File: src/rtl/gpr_pkg.sv
package gpr_pkg;

    localparam int IMASK_W = 4;

    typedef struct packed {
        logic               priv;
        logic               bank;
        logic               blk;
        logic [IMASK_W-1:0] imask;
    } gpr_status_t;

    localparam gpr_status_t STATUS_RST = '{priv: 1'b1, bank: 1'b1, blk: 1'b1, imask: '1};

    typedef enum logic { BANK0 = 1'b0, BANK1 = 1'b1 } gpr_bank_e;

    function automatic gpr_bank_e visible_bank(input gpr_status_t s);
        return (s.priv && s.bank) ? BANK1 : BANK0;
    endfunction

    function automatic gpr_bank_e hidden_bank(input gpr_status_t s);
        return (visible_bank(s) == BANK1) ? BANK0 : BANK1;
    endfunction

endpackage

File: src/rtl/gpr_status_reg.sv
module gpr_status_reg
    import gpr_pkg::*;
(
    input  logic        clk,
    input  logic        rst,
    input  logic        ld,
    input  gpr_status_t ld_val,
    output gpr_status_t q
);

    always_ff @(posedge clk) begin
        if (rst)     q <= STATUS_RST;
        else if (ld) q <= ld_val;
    end

    a_r6_reset_values: assert property (@(posedge clk)
        $past(rst) |-> (q.priv && q.bank && q.blk && (q.imask == '1)));

    a_r8_load_lands: assert property (@(posedge clk) disable iff (rst)
        (ld && !rst) |=> (q == $past(ld_val)));

endmodule

File: src/rtl/gpr_steer.sv
module gpr_steer
    import gpr_pkg::*;
#(
    parameter int NREG    = 16,
    parameter int NBANKED = 8,
    parameter int NRD     = 2
) (
    input  logic                                       clk,
    input  logic                                       rst,
    input  gpr_status_t                                st,
    input  logic [NRD-1:0][$clog2(NREG)-1:0]           rd_addr,
    input  logic [$clog2(NREG)-1:0]                    wr_addr,
    input  logic [$clog2(NBANKED)-1:0]                 alt_rd_addr,
    input  logic [$clog2(NBANKED)-1:0]                 alt_wr_addr,
    output logic [NRD-1:0][$clog2(NREG+NBANKED)-1:0]   rd_phys,
    output logic [$clog2(NREG+NBANKED)-1:0]            wr_phys,
    output logic [$clog2(NREG+NBANKED)-1:0]            alt_rd_phys,
    output logic [$clog2(NREG+NBANKED)-1:0]            alt_wr_phys,
    output logic [$clog2(NREG+NBANKED)-1:0]            idx_phys,
    output logic                                       alt_ok
);

    localparam int AW  = $clog2(NREG);
    localparam int BAW = $clog2(NBANKED);
    localparam int PAW = $clog2(NREG + NBANKED);

    gpr_bank_e vis, hid;

    assign vis    = visible_bank(st);
    assign hid    = hidden_bank(st);
    assign alt_ok = st.priv;

    // Physical layout: [0, NBANKED) bank 0, [NBANKED, 2*NBANKED) bank 1,
    // [2*NBANKED, NREG+NBANKED) shared registers.
    function automatic logic [PAW-1:0] map_logical(input logic [AW-1:0] a, input gpr_bank_e b);
        if (a < AW'(NBANKED))
            return PAW'((b == BANK1) ? NBANKED : 0) + PAW'(a);
        else
            return PAW'(NBANKED) + PAW'(a);
    endfunction

    function automatic logic [PAW-1:0] map_hidden(input logic [BAW-1:0] a, input gpr_bank_e b);
        return PAW'((b == BANK1) ? NBANKED : 0) + PAW'(a);
    endfunction

    for (genvar p = 0; p < NRD; p++) begin : g_rd
        assign rd_phys[p] = map_logical(rd_addr[p], vis);
    end

    assign wr_phys     = map_logical(wr_addr, vis);
    assign idx_phys    = map_logical('0, vis);
    assign alt_rd_phys = map_hidden(alt_rd_addr, hid);
    assign alt_wr_phys = map_hidden(alt_wr_addr, hid);

    a_r4_user_stays_bank0: assert property (@(posedge clk) disable iff (rst)
        (!st.priv && (rd_addr[0] < AW'(NBANKED))) |-> (rd_phys[0] < PAW'(NBANKED)));

    a_r2_alt_hits_bank0: assert property (@(posedge clk) disable iff (rst)
        (st.priv && st.bank) |-> (alt_rd_phys < PAW'(NBANKED)));

    a_r3_alt_hits_bank1: assert property (@(posedge clk) disable iff (rst)
        (st.priv && !st.bank) |-> ((alt_wr_phys >= PAW'(NBANKED)) && (alt_wr_phys < PAW'(2*NBANKED))));

endmodule

File: src/rtl/gpr_storage.sv
module gpr_storage #(
    parameter int DATA_W = 32,
    parameter int NPHYS  = 24,
    parameter int NRP    = 4
) (
    input  logic                                    clk,
    input  logic                                    we_p,
    input  logic [$clog2(NPHYS)-1:0]                wa_p,
    input  logic [DATA_W-1:0]                       wd_p,
    input  logic                                    we_s,
    input  logic [$clog2(NPHYS)-1:0]                wa_s,
    input  logic [DATA_W-1:0]                       wd_s,
    input  logic [NRP-1:0][$clog2(NPHYS)-1:0]       ra,
    output logic [NRP-1:0][DATA_W-1:0]              rd
);

    logic [DATA_W-1:0] mem [NPHYS];

    always_ff @(posedge clk) begin
        if (we_s) mem[wa_s] <= wd_s;
        if (we_p) mem[wa_p] <= wd_p;
    end

    // Same-cycle forwarding; the primary port takes precedence.
    for (genvar p = 0; p < NRP; p++) begin : g_rp
        assign rd[p] = (we_p && (wa_p == ra[p])) ? wd_p :
                       (we_s && (wa_s == ra[p])) ? wd_s : mem[ra[p]];
    end

endmodule

File: src/rtl/banked_gpr_file.sv
module banked_gpr_file
    import gpr_pkg::*;
#(
    parameter int DATA_W  = 32,
    parameter int NREG    = 16,
    parameter int NBANKED = 8
) (
    input  logic                        clk,
    input  logic                        rst,
    input  logic                        st_we,
    input  logic                        st_priv_in,
    input  logic                        st_bank_in,
    input  logic                        st_blk_in,
    input  logic [3:0]                  st_imask_in,
    output logic                        st_priv,
    output logic                        st_bank,
    output logic                        st_blk,
    output logic [3:0]                  st_imask,
    input  logic [$clog2(NREG)-1:0]     rd_a_addr,
    output logic [DATA_W-1:0]           rd_a_data,
    input  logic [$clog2(NREG)-1:0]     rd_b_addr,
    output logic [DATA_W-1:0]           rd_b_data,
    input  logic                        wr_en,
    input  logic [$clog2(NREG)-1:0]     wr_addr,
    input  logic [DATA_W-1:0]           wr_data,
    input  logic                        alt_rd_en,
    input  logic [$clog2(NBANKED)-1:0]  alt_rd_addr,
    output logic [DATA_W-1:0]           alt_rd_data,
    input  logic                        alt_wr_en,
    input  logic [$clog2(NBANKED)-1:0]  alt_wr_addr,
    input  logic [DATA_W-1:0]           alt_wr_data,
    output logic                        alt_illegal,
    output logic [DATA_W-1:0]           idx_r0
);

    localparam int AW    = $clog2(NREG);
    localparam int NPHYS = NREG + NBANKED;
    localparam int PAW   = $clog2(NPHYS);
    localparam int NRD   = 2;
    localparam int NRP   = NRD + 2;

    gpr_status_t st_q, st_d;

    assign st_d = '{priv: st_priv_in, bank: st_bank_in, blk: st_blk_in, imask: st_imask_in};

    gpr_status_reg u_status (
        .clk    (clk),
        .rst    (rst),
        .ld     (st_we),
        .ld_val (st_d),
        .q      (st_q)
    );

    assign st_priv  = st_q.priv;
    assign st_bank  = st_q.bank;
    assign st_blk   = st_q.blk;
    assign st_imask = st_q.imask;

    logic [NRD-1:0][AW-1:0]  rd_addr;
    logic [NRD-1:0][PAW-1:0] rd_phys;
    logic [PAW-1:0]          wr_phys, alt_rd_phys, alt_wr_phys, idx_phys;
    logic                    alt_ok;

    assign rd_addr[0] = rd_a_addr;
    assign rd_addr[1] = rd_b_addr;

    gpr_steer #(.NREG(NREG), .NBANKED(NBANKED), .NRD(NRD)) u_steer (
        .clk         (clk),
        .rst         (rst),
        .st          (st_q),
        .rd_addr     (rd_addr),
        .wr_addr     (wr_addr),
        .alt_rd_addr (alt_rd_addr),
        .alt_wr_addr (alt_wr_addr),
        .rd_phys     (rd_phys),
        .wr_phys     (wr_phys),
        .alt_rd_phys (alt_rd_phys),
        .alt_wr_phys (alt_wr_phys),
        .idx_phys    (idx_phys),
        .alt_ok      (alt_ok)
    );

    logic [NRP-1:0][PAW-1:0]    ra;
    logic [NRP-1:0][DATA_W-1:0] rdata;

    assign ra[0] = rd_phys[0];
    assign ra[1] = rd_phys[1];
    assign ra[2] = alt_rd_phys;
    assign ra[3] = idx_phys;

    gpr_storage #(.DATA_W(DATA_W), .NPHYS(NPHYS), .NRP(NRP)) u_store (
        .clk  (clk),
        .we_p (wr_en),
        .wa_p (wr_phys),
        .wd_p (wr_data),
        .we_s (alt_wr_en && alt_ok),
        .wa_s (alt_wr_phys),
        .wd_s (alt_wr_data),
        .ra   (ra),
        .rd   (rdata)
    );

    assign rd_a_data   = rdata[0];
    assign rd_b_data   = rdata[1];
    assign alt_rd_data = (alt_rd_en && alt_ok) ? rdata[2] : '0;
    assign idx_r0      = rdata[3];
    assign alt_illegal = (alt_rd_en || alt_wr_en) && !alt_ok;

    a_r5_refused_reads_zero: assert property (@(posedge clk) disable iff (rst)
        (alt_rd_en && !st_priv) |-> (alt_illegal && (alt_rd_data == '0)));

    a_r7_forward_new_value: assert property (@(posedge clk) disable iff (rst)
        (wr_en && (rd_a_addr == wr_addr)) |-> (rd_a_data == wr_data));

    a_r9_index_matches_r0: assert property (@(posedge clk) disable iff (rst)
        (rd_b_addr == '0) |-> (idx_r0 == rd_b_data));

    a_r1_shared_holds: assert property (@(posedge clk) disable iff (rst)
        (!wr_en && !st_we && (rd_a_addr >= AW'(NBANKED))) |=> (rd_a_addr != $past(rd_a_addr)) || $stable(rd_a_data));

endmodule

File: config.mk
export PLATFORM = sky130hd
export DESIGN_NAME = banked_gpr_file
export DESIGN_NICKNAME = d
export VERILOG_FILES = /design/src/rtl/gpr_pkg.sv /design/src/rtl/gpr_status_reg.sv /design/src/rtl/gpr_steer.sv /design/src/rtl/gpr_storage.sv /design/src/rtl/banked_gpr_file.sv
export SDC_FILE = /design/constraint.sdc
export NUM_CORES = 1
export LEC_CHECK = 0
export BUFFER_PORTS_ARGS = -buffer_cell sky130_fd_sc_hd__buf_2
export CAP_MARGIN = 20
export CORE_MARGIN = 8
export CORE_UTILIZATION = 30
export DETAILED_ROUTE_END_ITERATION = 8
export PLACE_DENSITY = 0.48
export SLEW_MARGIN = 20
export SYNTH_ARGS = -nofsm -noshare
export SYNTH_HDL_FRONTEND = slang
export SYNTH_SLANG_ARGS = --single-unit
export TNS_END_PERCENT = 50
File: constraint.sdc
create_clock -name clk -period 4.75 [get_ports clk]
set_input_delay 0.7125 -clock clk [delete_from_list [all_inputs] [get_ports clk]]
set_output_delay 0.7125 -clock clk [all_outputs]
set_load 0.01 [all_outputs]
---- Word-level counts from Yosys, hierarchy flattened ----
Memory sizes are Yosys's and may differ from the RTL's.
Index checks and enable logic that the tools add are counted.
storage, ports and cells
  logic and storage cells ................. 57
  bits in read-only memories .............. 0
  memories kept ........................... 1
  flip-flop bits (word level) ............. 7
  bits of input ports ..................... 95
  latch bits .............................. 0
  bits in writable memories ............... 768
  output and inout bits ................... 136
cells by class
  eq/ne operators ......................... 8
  shifts and indexed selects .............. 0
  multiplexer cells ....................... 19
  order comparisons ....................... 3
  bitwise logic cells ..................... 0
  divide/modulo/power cells ............... 0
  add/subtract/negate cells ............... 8
  multipliers ............................. 0
  reductions and logical operators ........ 14
memory list
  name         depth  bits a word  read ports  clocked after Yosys merged registers in  write ports  line               RTL
  u_store.mem  24     32           4           0                                        2            gpr_storage.sv:17  logic [DATA_W-1:0] mem [NPHYS];
operators by type and width
  cell                                                           count
  32-bit two-way mux                                             9
  5-bit == test                                                  6
  4-bit by 4-bit adder with 5-bit output (first input constant)  3
  5-bit by 4-bit adder with 5-bit output                         3
  5-bit two-way mux                                              3
  1-bit logical AND                                              12
  4-bit less-than comparator (second input constant)             3
  5-bit by 4-bit == test with 1-bit output                       2
  4-bit two-way mux                                              2
  4-bit by 3-bit adder with 5-bit output                         1
  5-bit by 3-bit adder with 5-bit output                         1
  1-bit two-way mux                                              5
  1-bit zero test                                                1
  1-bit logical OR                                               1

---- Longest topological paths before layout ----
Gate-level depths: netlist of the first run.
  word-level depth ........................ 9
  depth in mapped cells ................... 9
  depth with buffers taken out ............ 5

---- Modules after synthesis ----
Synthesis of the first run repeated with hierarchy kept, for this count alone.
second synthesis, totals
  cell total of the unflattened synthesis .. 4544
  area total of the unflattened synthesis .. 61382.6 µm²
modules (own cells, without submodules)
  module           cells an instance  times used  sequential area each (µm²)  area an instance (µm²)
  gpr_storage      4449               1           23062.1                     60596.9
  banked_gpr_file  40                 1           0.0                         284.0
  gpr_status_reg   22                 1           140.1                       269.0
  gpr_steer        33                 1           0.0                         232.7

---- Worst setup path after synthesis of the first run ----
Ideal clock, no wire load.
  path type ............................... register to register
  start point ............................. reg u_status.q[6] (netlist bit)
  end point ............................... mem u_store.mem[4][0] (enable)
  cell stages (with the launch flop) ...... 8
  library setup time ...................... 0.466 ns
  period minus slack after synthesis ...... 4.215 ns
  required time ........................... 4.284 ns
  buffers on the path ..................... 4
  arrival time ............................ 3.749 ns
  slack ................................... 0.535 ns
  path through ............................ dfxtp_1 clkbuf_2 and2_0 clkbuf_1 buf_2 buf_2 nand2_1 o21ai_0
RTL lines
  element                 line                  RTL
  from (decl)             gpr_status_reg.sv:8   output gpr_status_t q
  from (signal assigned)  gpr_status_reg.sv:13  else if (ld) q <= ld_val;
  to (decl)               gpr_storage.sv:17

---- Worst setup path in the final report of the first run ----
  start point ............................. reg u_status.q[6] (netlist bit)
  end point ............................... out rd_a_data[5]
between the ends
  longest elaborated chain between the ends .. 9
  elaborated cells on any way between the ends .. 17
  those cells by class .................... add/sub (3); eq/ne (2); mux (7); reduce/logical (4); memory (1)
ends and longest elaborated chain
  element                                                     line                   RTL
  branches (longest 8 deep; another with memory 24 x 32 bit)  n/a
  32-bit two-way mux (*)                                      gpr_storage.sv:26      assign rd[p] = (we_p && (wa_p == ra[p])) ? wd_p :
  to (decl)                                                   banked_gpr_file.sv:20  output logic [DATA_W-1:0] rd_a_data,
Mark *: on every way between the ends.

==> flow_metrics.env, run 1 <==
export IMPL_avgRoutedWirePerCell_um=34.4
export IMPL_synth_area_um2=48700
export IMPL_io_pins=231
export IMPL_hold_violations=0
export IMPL_final_cells=5942
export IMPL_grt_pass1_wl_um=282000
export IMPL_whs_ns=0.208
export IMPL_synthToLayoutAreaGrowth_pct=15.6
export IMPL_synth_top_area_share_pct=47.3
export IMPL_p_sw_w=0.00501
export IMPL_async_flop_share_pct=0
export IMPL_grt_usage_pct=22.5
export IMPL_ir_worst_vdd_mv=0.253
export IMPL_ant_nets=0
export IMPL_synth_nets=3681
export IMPL_path_max_fanout=13
export IMPL_fp_dieArea_um2=176000
export IMPL_power_density_nw_per_um2=317
export IMPL_final_util_pct=34.8
export IMPL_min_period_ns=4.58
export IMPL_fin_crit_sh_pct=96.5
export IMPL_synth_commonest_cells="mux2_2, edfxtp_1, o22ai_1"
export IMPL_setup_tns_final_ns=0
export IMPL_setup_slack_ns=0.166
export IMPL_dieHeight_um=419
export IMPL_setup_violations=0
export IMPL_clk_path_buf_depth=3
export IMPL_synth_compound_area_share_pct=9.20
export IMPL_drc_errors=0
export IMPL_clkLatencyLatePin_ns=0.71
export IMPL_fp_coreArea_um2=162000
export IMPL_cts_tree="done"
export IMPL_die_width_um=419
export IMPL_vias_per_cell=5.84
export IMPL_vias=34700
export IMPL_arrival_ns=3.87
export IMPL_rsz0062_at_grt="no"
export IMPL_maxSlewViolCount=0
export IMPL_synth_mux_area_share_pct=36.2
export IMPL_synth_most_common_cell="mux2_2"
export IMPL_yosysTopAreaCell="edfxtp_1"
export IMPL_status="complete, no violations"
export IMPL_required_ns=4.04
export IMPL_ys_top_cells_by_area="edfxtp_1, mux2_2, mux4_2, o22ai_1, mux2i_1"
export IMPL_synth_edf_count=768
export IMPL_worstSetupEndpointType="output pin"
export IMPL_cts_repair_resized=0
export IMPL_critPathLaunchType="register"
export IMPL_hold_path_class="in -> reg"
export IMPL_place_congestion=0.839
export IMPL_netlist_instances=3586
export IMPL_clock_sinks=775
export IMPL_syn_avg_cell_area_um2=13.6
export IMPL_drt_pass1_iter_count=7
export IMPL_cts_root_buf="clkbuf_16"
export IMPL_max_slew_margin_pct=20.3
export IMPL_synthXorXnorAreaFrac_pct=0.198
export IMPL_synth_top_family_by_area="multiplexers"
export IMPL_synthAdderAreaFrac_pct=0
export IMPL_cts_buffers=94
export IMPL_power_frac_seq_pct=43.4
export IMPL_overflow=0
export IMPL_grt_antenna_before_repair=37
export IMPL_synth_seq_cells=775
export IMPL_synth_flop_cell="edfxtp_1"
export IMPL_dp_cells=5752
export IMPL_hpwl_um=135000
export IMPL_yosysWarnings=0
export IMPL_portBuffers=230
export IMPL_initial_core_util_pct=30.1
export IMPL_path_class="reg -> out"
export IMPL_wl_um=204000
export IMPL_path_clk_slew_ns=0.06
export IMPL_dp_slack_ns=0.859
export IMPL_drive_gt1_share_pct=48.3
export IMPL_rows=148
export IMPL_maxCapViolations=0
export IMPL_cts_setup_buffers=0
export IMPL_nNetsFinal=3768
export IMPL_skew_ns=0.0331
export IMPL_combPwrFrac_pct=16.4
export IMPL_drtIter0Drc=3312
export IMPL_tightest_slew_ns=1.19
export IMPL_intPower_w=0.0129
export IMPL_nFillCells=15800
export IMPL_switching_share_pct=28.0
export IMPL_postCtsHoldBufs=0
export IMPL_p_clk_share_pct=40.2
export IMPL_grt_pass1_vias=34700
export IMPL_leakage_nw=18.9
export IMPL_synth_seq_area_share_pct=47.6
export IMPL_grt_max_degree=69
export IMPL_htree_levels=3
export IMPL_synth_simple_gate_area_share_pct=3.06
export IMPL_fmax_mhz=218
export IMPL_synth_distinct_cells=44
[cells by family after synthesis]
group                     after synthesis
muxes                                1370
DFF                                   775
and+or+nand+nor                       357
AOI/OAI and AO/OA                     660
xor gates and xnor gates               11
buffers and inverters                 413
[power groups by stage]
stage                     logic [W]  clock network [W]  registers [W]
final                       0.00293            0.00718        0.00776
after global routing        0.00307            0.00755        0.00777
after CTS                   0.00294            0.00730        0.00776
after detailed placement    0.00293                  0        0.00790
after global placement      0.00292                  0        0.00790
after floorplan             0.00169                  0        0.00788
[area by class of cell]
type / instances / area (µm²) / share of cell area, %
Multi-Input combinational cell: 2398 / 24200 / 43.0
Sequential cell: 775 / 23200 / 41.2
Timing Repair Buffer: 404 / 3170 / 5.63
Tap cell: 2175 / 2720 / 4.83
Clock buffer: 112 / 2420 / 4.30
Clock inverter: 59 / 567 / 1.01
Antenna cell: 19 / 47.5 / 0.0844
[worst max-delay path, cell delays in order (launching register included)]
cell,delay (ns)
dfxtp_1,0.67
nand2_1,0.29
buf_4,0.28
nor2_4,0.69
buf_4,0.32
a22oi_1,0.14
a31oi_1,0.50
buf_2,0.24
[final timing paths]
kind	start	to	slack [ns]	depth (start not counted)
max reg2reg	u_status.q[6]	u_store.mem[4][29]	1.04	6
max	u_status.q[6]	rd_a_data[5]	0.17	7
min	st_imask_in[0]	u_status.q[0]	0.21	2
min reg2reg	u_status.q[1]	u_status.q[1]	0.56	2
[through the flow]
step                power, W  instance area (µm²)
floorplan            0.00957                48700
global placement      0.0108                53200
detailed placement    0.0108                53300
CTS                   0.0180                56300
global route          0.0184                56300
finish                0.0179                56300
[per-layer routing]
| metal | vias to the layer above | part of all wire (%) | wire, µm | track usage [%] |
|---|---|---|---|---|
| li1 | 14600 | - | - | - |
| met1 | 18300 | 41 | 84300 | 29.5 |
| met2 | 1446 | 47 | 95600 | 36.6 |
| met3 | 347 | 7.9 | 16100 | 4.54 |
| met4 | 20 | 4.0 | 8220 | 8.53 |
| met5 | - | 0.063 | 128 | 0 |
[sequential cells by signal (all words and copies together) (netlist names)]
name         count
u_store.mem    768
u_status.q       7
[layout by cell type, fill, tap and decap left out, drive strengths merged, types with 19 or more instances in the layout]
| cell | n |
|---|---|
| buf | 404 |
| a22oi | 186 |
| a22o | 32 |
| diode | 19 |
| a31oi | 66 |
| mux4 | 196 |
| o22ai | 257 |
| o211ai | 60 |
| nor2 | 218 |
| mux2 | 1014 |
| clkinv | 48 |
| clkbuf | 112 |
| edfxtp | 768 |
| nand2 | 89 |
| mux2i | 160 |
| o21ai | 43 |
Note: power is estimated with default switching activity, not from simulation.
==> inputs of run 2 (changes only) <==
BUFFER_PORTS_ARGS = -buffer_cell sky130_fd_sc_hd__buf_4   (was -buffer_cell sky130_fd_sc_hd__buf_2)
CTS_CLUSTER_DIAMETER = 120   (was not set)
==> run 2 against run 1 <==
Register-to-register slack worse by 0.26 ns. Fmax fell by 1.3%. Via count down 0.19%. Largest cell class unchanged.
==> flow_metrics.env, run 2 (same netlist as run 1, synthesis figures left out) <==
export IMPL_io_pins=231
export IMPL_setup_tns_final_ns=0
export IMPL_final_common_cell="mux2_2"
export IMPL_nFillCells=15700
export IMPL_die_width_um=419
export IMPL_placed_area_um2=53700
export IMPL_place_congestion=0.831
export IMPL_cts_repair_resized=0
export IMPL_overflow=0
export IMPL_fin_area_um2=57000
export IMPL_min_period_ns=4.65
export IMPL_vias=34600
export IMPL_cts_setup_buffers=0
export IMPL_grt_antenna_before_repair=20
export IMPL_fp_coreArea_um2=162000
export IMPL_hpwl_um=131000
export IMPL_ant_nets=0
export IMPL_grt_usage_pct=22.6
export IMPL_htree_levels=3
export IMPL_clock_sinks=775
export IMPL_grt_pass1_wl_um=284000
export IMPL_worstSetupEndpointType="output pin"
export IMPL_arrival_ns=3.93
export IMPL_seqCellArea_um2=23200
export IMPL_rsz0062_at_grt="no"
export IMPL_intPower_w=0.0134
export IMPL_power_frac_seq_pct=42.0
export IMPL_combPwrFrac_pct=16.4
export IMPL_switching_share_pct=27.2
export IMPL_required_ns=4.04
export IMPL_cts_buffers=94
export IMPL_rows=148
export IMPL_finalPower_w=0.0185
export IMPL_clk_path_buf_depth=3
export IMPL_ir_worst_vdd_mv=0.259
export IMPL_critPathLaunchType="register"
export IMPL_dieHeight_um=419
export IMPL_cts_root_buf="clkbuf_16"
export IMPL_synthToLayoutAreaGrowth_pct=16.9
export IMPL_grt_max_degree=57
export IMPL_top_register="u_store.mem"
export IMPL_largestRegisters="u_store.mem (768), u_status.q (7)"
export IMPL_hold_path_class="in -> reg"
export IMPL_p_sw_w=0.00502
export IMPL_setup_violations=0
export IMPL_multi_input_area_um2=24200
export IMPL_avgRoutedWirePerCell_um=34.8
export IMPL_p_clk_share_pct=41.6
export IMPL_status="complete, no violations"
export IMPL_clkLatencyLatePin_ns=0.72
export IMPL_drc_errors=0
export IMPL_drt_pass1_iter_count=5
export IMPL_nNetsFinal=3766
export IMPL_path_clk_slew_ns=0.06
export IMPL_final_cell_mix="mux2_2, edfxtp_1, buf_4"
export IMPL_path_max_fanout=27
export IMPL_fin_crit_sh_pct=97.8
export IMPL_skew_ns=0.0438
export IMPL_hold_violations=0
export IMPL_largest_reg_flops=768
export IMPL_path_class="reg -> out"
export IMPL_maxCapViolations=0
export IMPL_dp_cells=5750
export IMPL_postCtsHoldBufs=0
export IMPL_grt_pass1_vias=35000
export IMPL_fp_dieArea_um2=176000
export IMPL_cts_tree="done"
export IMPL_vias_per_cell=5.83
export IMPL_final_cells=5934
export IMPL_power_density_nw_per_um2=324
export IMPL_leakage_nw=19.2
export IMPL_tightest_slew_ns=1.13
export IMPL_final_util_pct=35.1
export IMPL_fmax_mhz=215
export IMPL_max_slew_margin_pct=24.6
export IMPL_drtIter0Drc=3436
export IMPL_maxSlewViolCount=0
export IMPL_wl_um=206000
export IMPL_initial_core_util_pct=30.1
export IMPL_drive_gt1_share_pct=48.6
export IMPL_portBuffers=230
==> run 2: path summary, 6_finish.rpt <==
check                       from                 end  slack (ns)  depth (start not counted)
hold reg to reg    u_status.q[2]       u_status.q[2]        0.56                          2
setup reg to reg   u_status.q[6]  u_store.mem[4][31]        0.78                          5
hold / removal    st_imask_in[2]       u_status.q[2]        0.23                          2
setup / recovery   u_status.q[6]          idx_r0[20]        0.10                          5
==> run 2: area by class of cell <==
cell class,instances,share of cell area (%)
flip-flops and latches,775,40.7
clock inverters,62,1.41
clock buffers,111,4.24
multi-input cells,2398,42.5
repair buffers,402,6.29
well taps,2175,4.78
diodes,11,0.0483
==> run 2: worst max-delay path: stages (launching register included) <==
cell and delay (ns):
dfxtp_1 0.70, and2_4 0.80, buf_4 0.57, mux2i_1 0.16, o21ai_0 0.74, buf_4 0.25
==> run 2: per-layer routing <==
layer  up-vias  GRT usage [%]  share of wire [%]
met2      1453           38.2                 48
met1     18100           28.0                 40
met3       408           4.43                7.1
met5         -              0              0.047
met4        16           10.2                4.8
li1      14600              -                  -
==> run 2: per-stage QoR <==
stage / worst slack [ns] / hold WS [ns]
2_1_floorplan: 0.535 / 0.600
3_3_place_gp: 0.744 / 0.541
3_5_place_dp: 0.774 / 0.542
4_1_cts: 0.0205 / 0.188
5_1_grt: 0.0423 / 0.230
6_report: 0.104 / 0.235
==> run 2: power by group through the flow <==
stage | Clock [W] | Sequential, W | Combinational [W]
after global placement | 0 | 0.00790 | 0.00301
after floorplan | 0 | 0.00788 | 0.00169
after CTS | 0.00781 | 0.00776 | 0.00303
final | 0.00768 | 0.00776 | 0.00302
after detailed placement | 0 | 0.00790 | 0.00302
after global routing | 0.00805 | 0.00777 | 0.00315
